<file path="src/rtl/serial_mux_port_pkg.sv">
package serial_mux_port_pkg;
    localparam int PAIRS  = 4;
    localparam int BYTE_W = 2 * PAIRS;

    typedef logic [PAIRS-1:0]  slot_t;
    typedef logic [BYTE_W-1:0] byte_t;

    typedef enum logic {
        LOC_DATA = 1'b0,
        LOC_FUNC = 1'b1
    } loc_e;

    typedef struct packed {
        logic  wr;
        logic  rd;
        loc_e  loc;
        byte_t wdata;
    } bus_req_t;

    // slot 3 low, slots 2..0 high
    localparam slot_t LATCH_INIT = slot_t'(4'b0111);
    localparam slot_t FUNC_INIT  = '0;

    function automatic slot_t even_slots(input byte_t b);
        slot_t s;
        for (int i = 0; i < PAIRS; i++) s[i] = b[2*i];
        return s;
    endfunction

    function automatic byte_t weave(input slot_t drv, input slot_t pin);
        byte_t b;
        for (int i = 0; i < PAIRS; i++) begin
            b[2*i]   = drv[i];
            b[2*i+1] = pin[i];
        end
        return b;
    endfunction
endpackage

</file>
<file path="src/rtl/smp_regs.sv">
module smp_regs
    import serial_mux_port_pkg::*;
(
    input  logic     clk,
    input  logic     rst,
    input  bus_req_t req,
    output slot_t    latch_q,
    output slot_t    func_q
);
    always_ff @(posedge clk) begin
        if (rst) begin
            latch_q <= LATCH_INIT;
            func_q  <= FUNC_INIT;
        end else if (req.wr) begin
            if (req.loc == LOC_DATA) latch_q <= even_slots(req.wdata);
            else                     func_q  <= even_slots(req.wdata);
        end
    end


    func_even_only_chk: assert property (@(posedge clk) disable iff (rst)
        (req.wr && req.loc == LOC_FUNC) |=> (func_q == $past(even_slots(req.wdata))));


    latch_kept_chk: assert property (@(posedge clk) disable iff (rst)
        (req.wr && req.loc == LOC_FUNC) |=> $stable(latch_q));
endmodule

</file>
<file path="src/rtl/smp_drive.sv">
module smp_drive
    import serial_mux_port_pkg::*;
(
    input  slot_t latch_q,
    input  slot_t func_q,
    input  slot_t ser_txd,
    output slot_t drive
);
    for (genvar i = 0; i < PAIRS; i++) begin : g_pin
        always_comb drive[i] = func_q[i] ? ser_txd[i] : latch_q[i];
    end
endmodule

</file>
<file path="src/rtl/smp_readback.sv">
module smp_readback
    import serial_mux_port_pkg::*;
(
    input  logic     clk,
    input  logic     rst,
    input  bus_req_t req,
    input  slot_t    drive,
    input  slot_t    pin,
    output byte_t    rdata,
    output logic     rvalid
);
    always_ff @(posedge clk) begin
        if (rst) begin
            rdata  <= '0;
            rvalid <= 1'b0;
        end else begin
            rvalid <= req.rd;
            if (req.rd)
                rdata <= (req.loc == LOC_DATA) ? weave(drive, pin) : '0;
        end
    end


    rvalid_follow_chk: assert property (@(posedge clk) disable iff (rst)
        req.rd |=> rvalid);


    rvalid_quiet_chk: assert property (@(posedge clk) disable iff (rst)
        !req.rd |=> !rvalid);


    func_read_zero_chk: assert property (@(posedge clk) disable iff (rst)
        (req.rd && req.loc == LOC_FUNC) |=> (rdata == '0));


    odd_pin_read_chk: assert property (@(posedge clk) disable iff (rst)
        (req.rd && req.loc == LOC_DATA) |=> (rdata[1] == $past(pin[0]) && rdata[7] == $past(pin[3])));
endmodule

</file>
<file path="src/rtl/serial_mux_port.sv">
module serial_mux_port
    import serial_mux_port_pkg::*;
(
    input  logic              clk,
    input  logic              rst,
    input  logic              bus_sel,
    input  logic              bus_wr,
    input  logic [BYTE_W-1:0] bus_wdata,
    input  logic              bus_rd,
    output logic [BYTE_W-1:0] bus_rdata,
    output logic              bus_rvalid,
    input  logic [PAIRS-1:0]  ser_txd,
    output logic [PAIRS-1:0]  pad_out,
    input  logic [PAIRS-1:0]  pad_in
);
    bus_req_t req;
    slot_t    latch_q, func_q, drive;

    always_comb begin
        req.wr    = bus_wr;
        req.rd    = bus_rd;
        req.loc   = loc_e'(bus_sel);
        req.wdata = bus_wdata;
    end

    smp_regs u_regs (
        .clk(clk), .rst(rst), .req(req), .latch_q(latch_q), .func_q(func_q)
    );

    smp_drive u_drive (
        .latch_q(latch_q), .func_q(func_q), .ser_txd(ser_txd), .drive(drive)
    );

    smp_readback u_rb (
        .clk(clk), .rst(rst), .req(req), .drive(drive), .pin(pad_in),
        .rdata(bus_rdata), .rvalid(bus_rvalid)
    );

    assign pad_out = drive;


    data_to_pin_chk: assert property (@(posedge clk) disable iff (rst)
        (bus_wr && !bus_sel && func_q == '0) |=> (pad_out == $past(even_slots(bus_wdata))));


    idle_func_chk: assert property (@(posedge clk) disable iff (rst)
        (func_q == '0) |-> (pad_out == latch_q));
endmodule

</file>
<file path="config.mk">
export PLATFORM = sky130hd
export DESIGN_NAME = serial_mux_port
export DESIGN_NICKNAME = d
export VERILOG_FILES = /design/src/rtl/serial_mux_port_pkg.sv /design/src/rtl/smp_regs.sv /design/src/rtl/smp_drive.sv /design/src/rtl/smp_readback.sv /design/src/rtl/serial_mux_port.sv
export SDC_FILE = /design/constraint.sdc
export NUM_CORES = 1
export LEC_CHECK = 0
export BUFFER_PORTS_ARGS = -buffer_cell sky130_fd_sc_hd__buf_4
export CORE_ASPECT_RATIO = 0.7
export CORE_MARGIN = 1
export CORE_UTILIZATION = 35
export DETAILED_ROUTE_END_ITERATION = 8
export GPL_TIMING_DRIVEN = 0
export PLACE_DENSITY = 0.65
export RECOVER_POWER = 25
export SYNTH_ARGS = -nofsm -noshare
export SYNTH_HDL_FRONTEND = slang
export SYNTH_HIERARCHICAL = 1
export SYNTH_SLANG_ARGS = --single-unit
</file>
<file path="constraint.sdc">
create_clock -name clk -period 2.21 [get_ports clk]
set_input_delay 0.221 -clock clk [delete_from_list [all_inputs] [get_ports clk]]
set_output_delay 0.221 -clock clk [all_outputs]
set_load 0.005 [all_outputs]
</file>
==> impl_summary.md, run 1 <==
Status
The run finished with clean final reports.

Cells and area
In the final design database the tool counted 131 nets. The post-route netlist has 42.2% of its cells at a drive strength greater than 1. The area growth from synthesis to layout is 34.3%. 0 antenna diodes ended up in the layout. Cells fill 53.5% of the core in the end.

Clocking
After clock tree synthesis, the clock-pin slew on the worst setup and hold paths is 0.10 ns. The clock network latency to the later pin of the worst-skew pair is 0.29 ns. The TritonCTS buffer count is 3. The clock tree from TritonCTS is built. The H-tree depth is 1.

The buffer cell driving the clock tree root is sky130_fd_sc_hd__clkbuf_4. Gates resized during post-CTS repair numbered 0. The clock net sink count is 17. Buffers added to address setup during post-CTS repair amount to 0.

The longest clock path from root to sink contains 2 buffers. The hold buffer count at CTS is 0.

Min path
The worst min-delay path category is in2reg. For hold timing, the worst endpoint is u_regs/func_q[1]$_SDFFE_PP0P_. The startpoint of the tightest hold check path is bus_wdata[2].

The worst hold path passes through 3 cells.

Worst setup path
The capturing element type of the critical path is an output port. The classification of the worst setup path is reg2out. The peak fanout along the critical path is 2. The worst endpoint data arrival time is 1.11 ns.

STA classifies the critical path startpoint as a register. Data on the critical path is required at its endpoint by 1.99 ns. The launching point of the worst reg2reg path is u_regs/func_q[2]$_SDFFE_PP0P_. The worst setup slack for register-to-register paths is 1.24 ns.

The worst reg2reg path depth is 3. The worst register-to-register path ends at u_rb/rdata[4]$_SDFFE_PP0P_.

Yosys
Counting instances in the post-synthesis netlist gives the leading cell types as sky130_fd_sc_hd__dfxtp_1 (17), sky130_fd_sc_hd__a21oi_1 (11), sky130_fd_sc_hd__nand3b_1 (8). Of all flip-flops after synthesis, the portion carrying an async set or reset was 0%. The count of flip-flops with a built-in enable after synthesis is 0. Counting flops and latches in the post-synthesis netlist gives 17. The synthesized netlist contains 16 unique library cells.

In the post-synthesis netlist, the biggest area contributors are sky130_fd_sc_hd__dfxtp_1 (43%), sky130_fd_sc_hd__mux2_4 (7.6%), sky130_fd_sc_hd__nand3b_1 (7.6%). sky130_fd_sc_hd__dfxtp_1 takes more of the synthesized area than any other cell. The summed instance area of the synthesized netlist is 791 um^2. The mean area per synthesized cell is 10.3 um^2. The post-synth net total is 98.

The most repeated cell in the gate-level netlist after synthesis is sky130_fd_sc_hd__dfxtp_1. In this run the biggest area consumer among cell types represents 43.0% of the synthesized area. The Yosys warning count is 6. After technology mapping, the gate count stands at 77. The flip-flop cell with the highest count after synthesis is sky130_fd_sc_hd__dfxtp_1. The post-synthesis sequential area ratio is 43.0%.

Floorplanning
The floorplan step defined a core boundary enclosing 0.00198 mm^2. The die area is 0.00246 mm^2. In this run the core area contains 13 standard-cell rows. Pin placement for this block handled 34 I/O pins.

The horizontal die dimension is 58.8 um. The initial cell density of the core is 39.8%. The die is 41.8 um tall.

Timing
Between clock sinks in the finished design, the worst skew comes to 0.00668 ns. Headroom to the max-slew limit came out at 71.7%. The transition time at the pin with the least slew margin is 0.425 ns.

For the final routed database, the setup TNS stands at 0 ns. The count of final hold-check violations is 0. The highest clock rate is 0.750 GHz.

The max-slew violation total from the final report is 0. Setup repair after global routing left no endpoint under its margin. The shortest period the worst path allows is 1.33 ns. Setup violations remaining at the end of the flow were counted as 0. The share of the clock period used by the worst path after layout is 60.4%.

Route
The first-pass detailed-route iteration total is 4. The detail-routed via count per cell is 4.39. For this run, design rule violations remaining after detail routing come to 0. The average wire per cell in the routed design is 11.0 um. Detailed routing inserted a total of 610 vias. The initial DRC count is 7. The final wirelength is 1.52 mm. The detail route stage leaves a number of antenna-violating nets equal to 0.

Placement
After legalization and detailed placement, the total HPWL measured 1.16 mm. Input and output buffers added on the ports amount to 28. The last weighted congestion value of the routability-driven placer is 0.698.

Global routing
The via count of the first global-routing pass is 588. For this run, the total global-route usage over all layers was measured as 13.7%. met2 is the most crowded layer.

The largest net degree at the start of global routing is 11. The wire length of the first global-routing pass is 2.49 mm. Global routing used 6.54% of the available met3 tracks. The residual overflow from global routing is 0. For this run, global-route usage on met1 was measured as 17.6%. The met2 track utilization from global routing is 21.4%. The number of antenna violations at the first check in global routing is 0.

Power
In this run the static leakage power is 0.450 nW. The worst IR drop on VDD is 0.303 mV. The power density normalized to cell area is 564 mW/mm^2.

Flow run
The tool flagged a number of max-cap violations equal to 0.
## metal layers
metal	routed length, um	vias to the layer above
li1	-	326
met1	727	270
met2	708	14
met3	89	0
met4	0	0
met5	0	-
## critical path, stage by stage, from the launching register on
cell and delay [ns]:
sky130_fd_sc_hd__dfxtp_1 0.37, sky130_fd_sc_hd__mux2_4 0.32, sky130_fd_sc_hd__buf_4 0.14
## how the worst max path moves through the flow
stage | start | end | depth (start not counted)
after detailed placement | u_regs/func_q[2]$_SDFFE_PP0P_ | pad_out[2] | 2
after floorplan | u_regs/func_q[3]$_SDFFE_PP0P_ | u_rb/rdata[6]$_SDFFE_PP0P_ | 3
after CTS | u_regs/func_q[2]$_SDFFE_PP0P_ | pad_out[2] | 2
final | u_regs/func_q[2]$_SDFFE_PP0P_ | pad_out[2] | 2
after global routing | u_regs/func_q[2]$_SDFFE_PP0P_ | pad_out[2] | 2
after global placement | u_regs/func_q[3]$_SDFFE_PP0P_ | pad_out[3] | 2
## sequential cells by signal, indices dropped and copies added (netlist names)
name / count
u_rb/rdata: 8
u_regs/func_q: 4
u_regs/latch_q: 4
u_rb/rvalid: 1
## layout by cell type, fill, tap and decap left out, drive strengths merged, types with 3 or more instances in the layout
cell and n:
clkbuf 6, dfxtp 17, buf 31, a21oi 11
nand3b 8, nand3 3, nand2b 11, nor2 6
mux2i 5, mux2 4, a21bo 3
## metrics by stage
step | power (mW) | instances | hold WS [ns] | setup WS (ns) | area [um^2]
final | 0.599 | 139 | 0.188 | 0.876 | 1060
after global routing | 0.637 | 139 | 0.181 | 0.817 | 1060
after floorplan | 0.393 | 77 | 0.368 | 1.32 | 791
after detailed placement | 0.445 | 135 | 0.461 | 1.20 | 1040
after global placement | 0.443 | 135 | 0.453 | 1.21 | 1040
after CTS | 0.615 | 139 | 0.175 | 0.852 | 1070
## power by group
group | switching [mW] | internal [mW] | leakage [nW] | total [mW]
registers | 0.00837 | 0.321 | 0.139 | 0.329
logic | 0.0396 | 0.0670 | 0.293 | 0.107
clock network | 0.0959 | 0.0672 | 0.0177 | 0.163
total | 0.144 | 0.455 | 0.450 | 0.599
## cell families (layout without fill, tap and decap cells)
kind of cell,after synthesis,count (layout),synth area share (%)
multiplexers,9,9,13.9
buffers and inverters,6,38,6.65
flip-flops,17,17,43.0
AO/OA/AOI/OAI,14,14,10.8
AND/OR/NAND/NOR,31,31,25.6
## layout make-up
cell class              count  area [um^2]
multi-input cells          54          398
well taps                  30         37.5
plain buffers               6         52.6
fillers                   200          922
clock buffers               3         22.5
repair buffers             28          206
flip-flops and latches     17          340
clock inverters             1         5.00
No activity file was read; power rests on OpenSTA's default activity.
==> run 2, diff against run 1 <==
--- a/config.mk
+++ b/config.mk
@@ -11,7 +11,7 @@
 export CORE_UTILIZATION = 35
 export DETAILED_ROUTE_END_ITERATION = 8
 export GPL_TIMING_DRIVEN = 0
-export PLACE_DENSITY = 0.65
+export PLACE_DENSITY = 0.67
 export RECOVER_POWER = 25
 export SYNTH_ARGS = -nofsm -noshare
 export SYNTH_HDL_FRONTEND = slang
==> constraint.sdc (replaced) <==
create_clock -name clk -period 1.1 [get_ports clk]
set_input_delay 0.11 -clock clk [delete_from_list [all_inputs] [get_ports clk]]
set_output_delay 0.11 -clock clk [all_outputs]
set_load 0.005 [all_outputs]
==> impl_summary.md, run 2 (synthesized netlist as in run 1, its figures left out) <==
Cells and area
The share of final-layout standard cells stronger than drive strength 1 is 47.8% (was 42.2%). The most common cell after layout, fill and taps aside is sky130_fd_sc_hd__buf_4 (unchanged). The number of standard cells in the layout, taps in and fillers out was 143 (was 139). The register containing the most flip-flops in the final layout was u_rb/rdata (unchanged).

Largest regs: u_rb/rdata x8, u_regs/func_q x4, u_regs/latch_q x4 (unchanged). The growth of design area from synthesis to finish is 40.7% (was 34.3%). The number of inserted filler cells in the final layout is 194 (was 200). The count of antenna diodes in the layout came to 0 (unchanged). The net count of the finished layout was 135 (was 131). Commonest cells after routing, fill and taps aside: sky130_fd_sc_hd__buf_4 (27), sky130_fd_sc_hd__dfxtp_1 (13), sky130_fd_sc_hd__a21oi_1 (11) (was sky130_fd_sc_hd__buf_4 (27), sky130_fd_sc_hd__dfxtp_1 (17), sky130_fd_sc_hd__a21oi_1 (11)). The register area came to 345 um^2 (was 340 um^2). The flip-flop count of the largest register, all copies and words added came to 8 (unchanged). The total area of multi-input combinational cells is 398 um^2 (unchanged).

Route
The remaining number of nets flagged by the antenna check after routing came to 0 (unchanged). The average wire per cell in the routed design came to 11.8 um (was 11.0 um). The initial DRC count is 21 (was 7). The first-pass detailed-route iteration total came to 4 (unchanged). The number of remaining DRC errors came to 0 (unchanged). The total number of vias was 674 (was 610). The final wirelength was 1.69 mm (was 1.52 mm). The detail-routed via count per cell was 4.71 (was 4.39).

Global routing
The wire length of the first global-routing pass came to 2.70 mm (was 2.49 mm). The largest net degree at the start of global routing is 11 (unchanged). The residual overflow from global routing is 0 (unchanged). The number of antenna violations at the first check in global routing came to 0 (unchanged). The total routing usage reported by global routing is 14.8% (was 13.7%). The via count of the first global-routing pass is 610 (was 588).

Clocking
The clock tree from TritonCTS is built (unchanged). The clock network latency to the later pin of the worst-skew pair is 0.28 ns (was 0.29 ns). The H-tree depth came to 1 (unchanged). The clock-pin slew on the worst setup and hold paths is 0.10 ns (about the same). The clock net sink count is 17 (unchanged). The maximum clock path buffer count was 2 (unchanged). The TritonCTS buffer count is 3 (unchanged). The buffer cell driving the clock tree root is sky130_fd_sc_hd__clkbuf_4 (unchanged).

Min path
The depth of the worst hold-timing path is 3 (unchanged). The worst min-delay path category is in2reg (unchanged).

Power
The static leakage power was 0.479 nW (was 0.450 nW). The worst IR drop on VDD is 0.576 mV (was 0.303 mV). The power density normalized to cell area is 1100 mW/mm^2 (was 564 mW/mm^2).

Floorplanning
The core region area was 0.00198 mm^2 (unchanged). The die outline height is 41.8 um (unchanged). The horizontal die dimension is 58.8 um (unchanged). The row count is 13 (unchanged). The initial cell density of the core is 39.8% (unchanged). The top-level I/O count came to 34 (unchanged). The die area came to 0.00246 mm^2 (unchanged).

Worst setup path
The worst reg2reg path depth is 3 (unchanged). The critical path required time came to 0.99 ns (was 1.99 ns). The classification of the worst setup path is reg2out (unchanged).

The kind of launch point of the worst setup path is a register (unchanged). The worst endpoint data arrival time is 1.07 ns (was 1.11 ns). The peak fanout along the critical path came to 2 (unchanged). The capturing element type of the critical path is an output port (unchanged).

Timing
The transition time at the pin with the least slew margin is 0.432 ns (was 0.425 ns). The max-slew headroom at the worst pin was 71.2% (was 71.7%). Timing would allow up to 0.850 GHz. The count of final hold-check violations is 0 (unchanged). The number of setup violations in the final report came to 4 (was 0). The max-slew violation total from the final report is 0 (unchanged). The worst setup skew after layout is 0.000551 ns (was 0.00668 ns).

The sum of negative setup slack is -0.281 ns (was 0 ns). In the finished design, the share of the clock period the worst path needs comes to 107%. The final worst slack was -0.0769 ns (was 0.876 ns). RSZ-0062 raised after global routing: true (was false). After layout, the minimum clock period comes to 1.18 ns.

Status
The checks that failed: negative setup slack. Outcome: complete, but fails checks (was completed).

Placement
The last weighted congestion value of the routability-driven placer was 0.712 (was 0.698). The number of port buffers was 28 (unchanged). The number of placed cells counting well taps is 135 (unchanged). The placed wire-length estimate after detailed placement was 1.17 mm (was 1.16 mm).

Flow run
The number of maximum-capacitance violations came to 0 (unchanged).
==> run 2: critical path, stage by stage (launching register included) <==
cell and delay (ns):
sky130_fd_sc_hd__dfxtp_2 0.35, sky130_fd_sc_hd__mux2_4 0.31, sky130_fd_sc_hd__buf_6 0.12
==> run 2: per-stage QoR <==
step	power [mW]	utilization (%)	hold slack (ns)	setup slack, ns	cell area [um^2]
after floorplan	0.789	-	0.257	0.209	791
after global routing	1.30	56.1	0.0641	-0.124	1110
after CTS	1.24	55.9	0.0635	-0.0881	1110
after global placement	0.891	52.3	0.379	0.177	1040
final	1.23	56.1	0.0766	-0.0769	1110
after detailed placement	0.894	52.3	0.389	0.167	1040
==> run 2: final timing paths <==
check / slack [ns] / endpoint / startpoint
worst max register to register: 0.18 / u_rb/rdata[0]$_SDFFE_PP0P_ / u_regs/func_q[0]$_SDFFE_PP0P_
worst min register to register: 0.47 / u_rb/rdata[1]$_SDFFE_PP0P_ / u_rb/rdata[1]$_SDFFE_PP0P_
worst max-delay path: -0.08 / pad_out[1] / u_regs/func_q[1]$_SDFFE_PP0P_
worst min-delay path: 0.08 / u_regs/func_q[2]$_SDFFE_PP0P_ / bus_wdata[4]
==> run 2: report_power, final <==
| part | internal (mW) | switching [mW] |
|---|---|---|
| clock | 0.135 | 0.194 |
| combinational | 0.149 | 0.0876 |
| sequential | 0.646 | 0.0168 |
| total | 0.930 | 0.298 |
==> run 2: final cells by class <==
class / count / share of cell area [%]
Multi-Input combinational cell: 54 / 35.8
Timing Repair Buffer: 32 / 22.6
Clock inverter: 1 / 0.450
Sequential cell: 17 / 31.0
Buffer: 6 / 4.72
Clock buffer: 3 / 2.02
Tap cell: 30 / 3.37
==> run 2: routing by layer <==
metal / routed length (um) / part of all wire [%] / GRT usage, % / up-vias
met5: 0 / 0 / 0 / -
met4: 15 / 0.89 / 4.29 / 0
met3: 111 / 6.6 / 5.92 / 2
met2: 738 / 44 / 24.8 / 22
met1: 819 / 49 / 17.3 / 316
li1: - / - / - / 334
==> run 2: repair_timing <==
item	in CTS	in global routing
buffers inserted	3	1
pin swaps	0	0
endpoints found under the setup margin	4	4
hold buffers	0	0
gates resized for setup	8	0
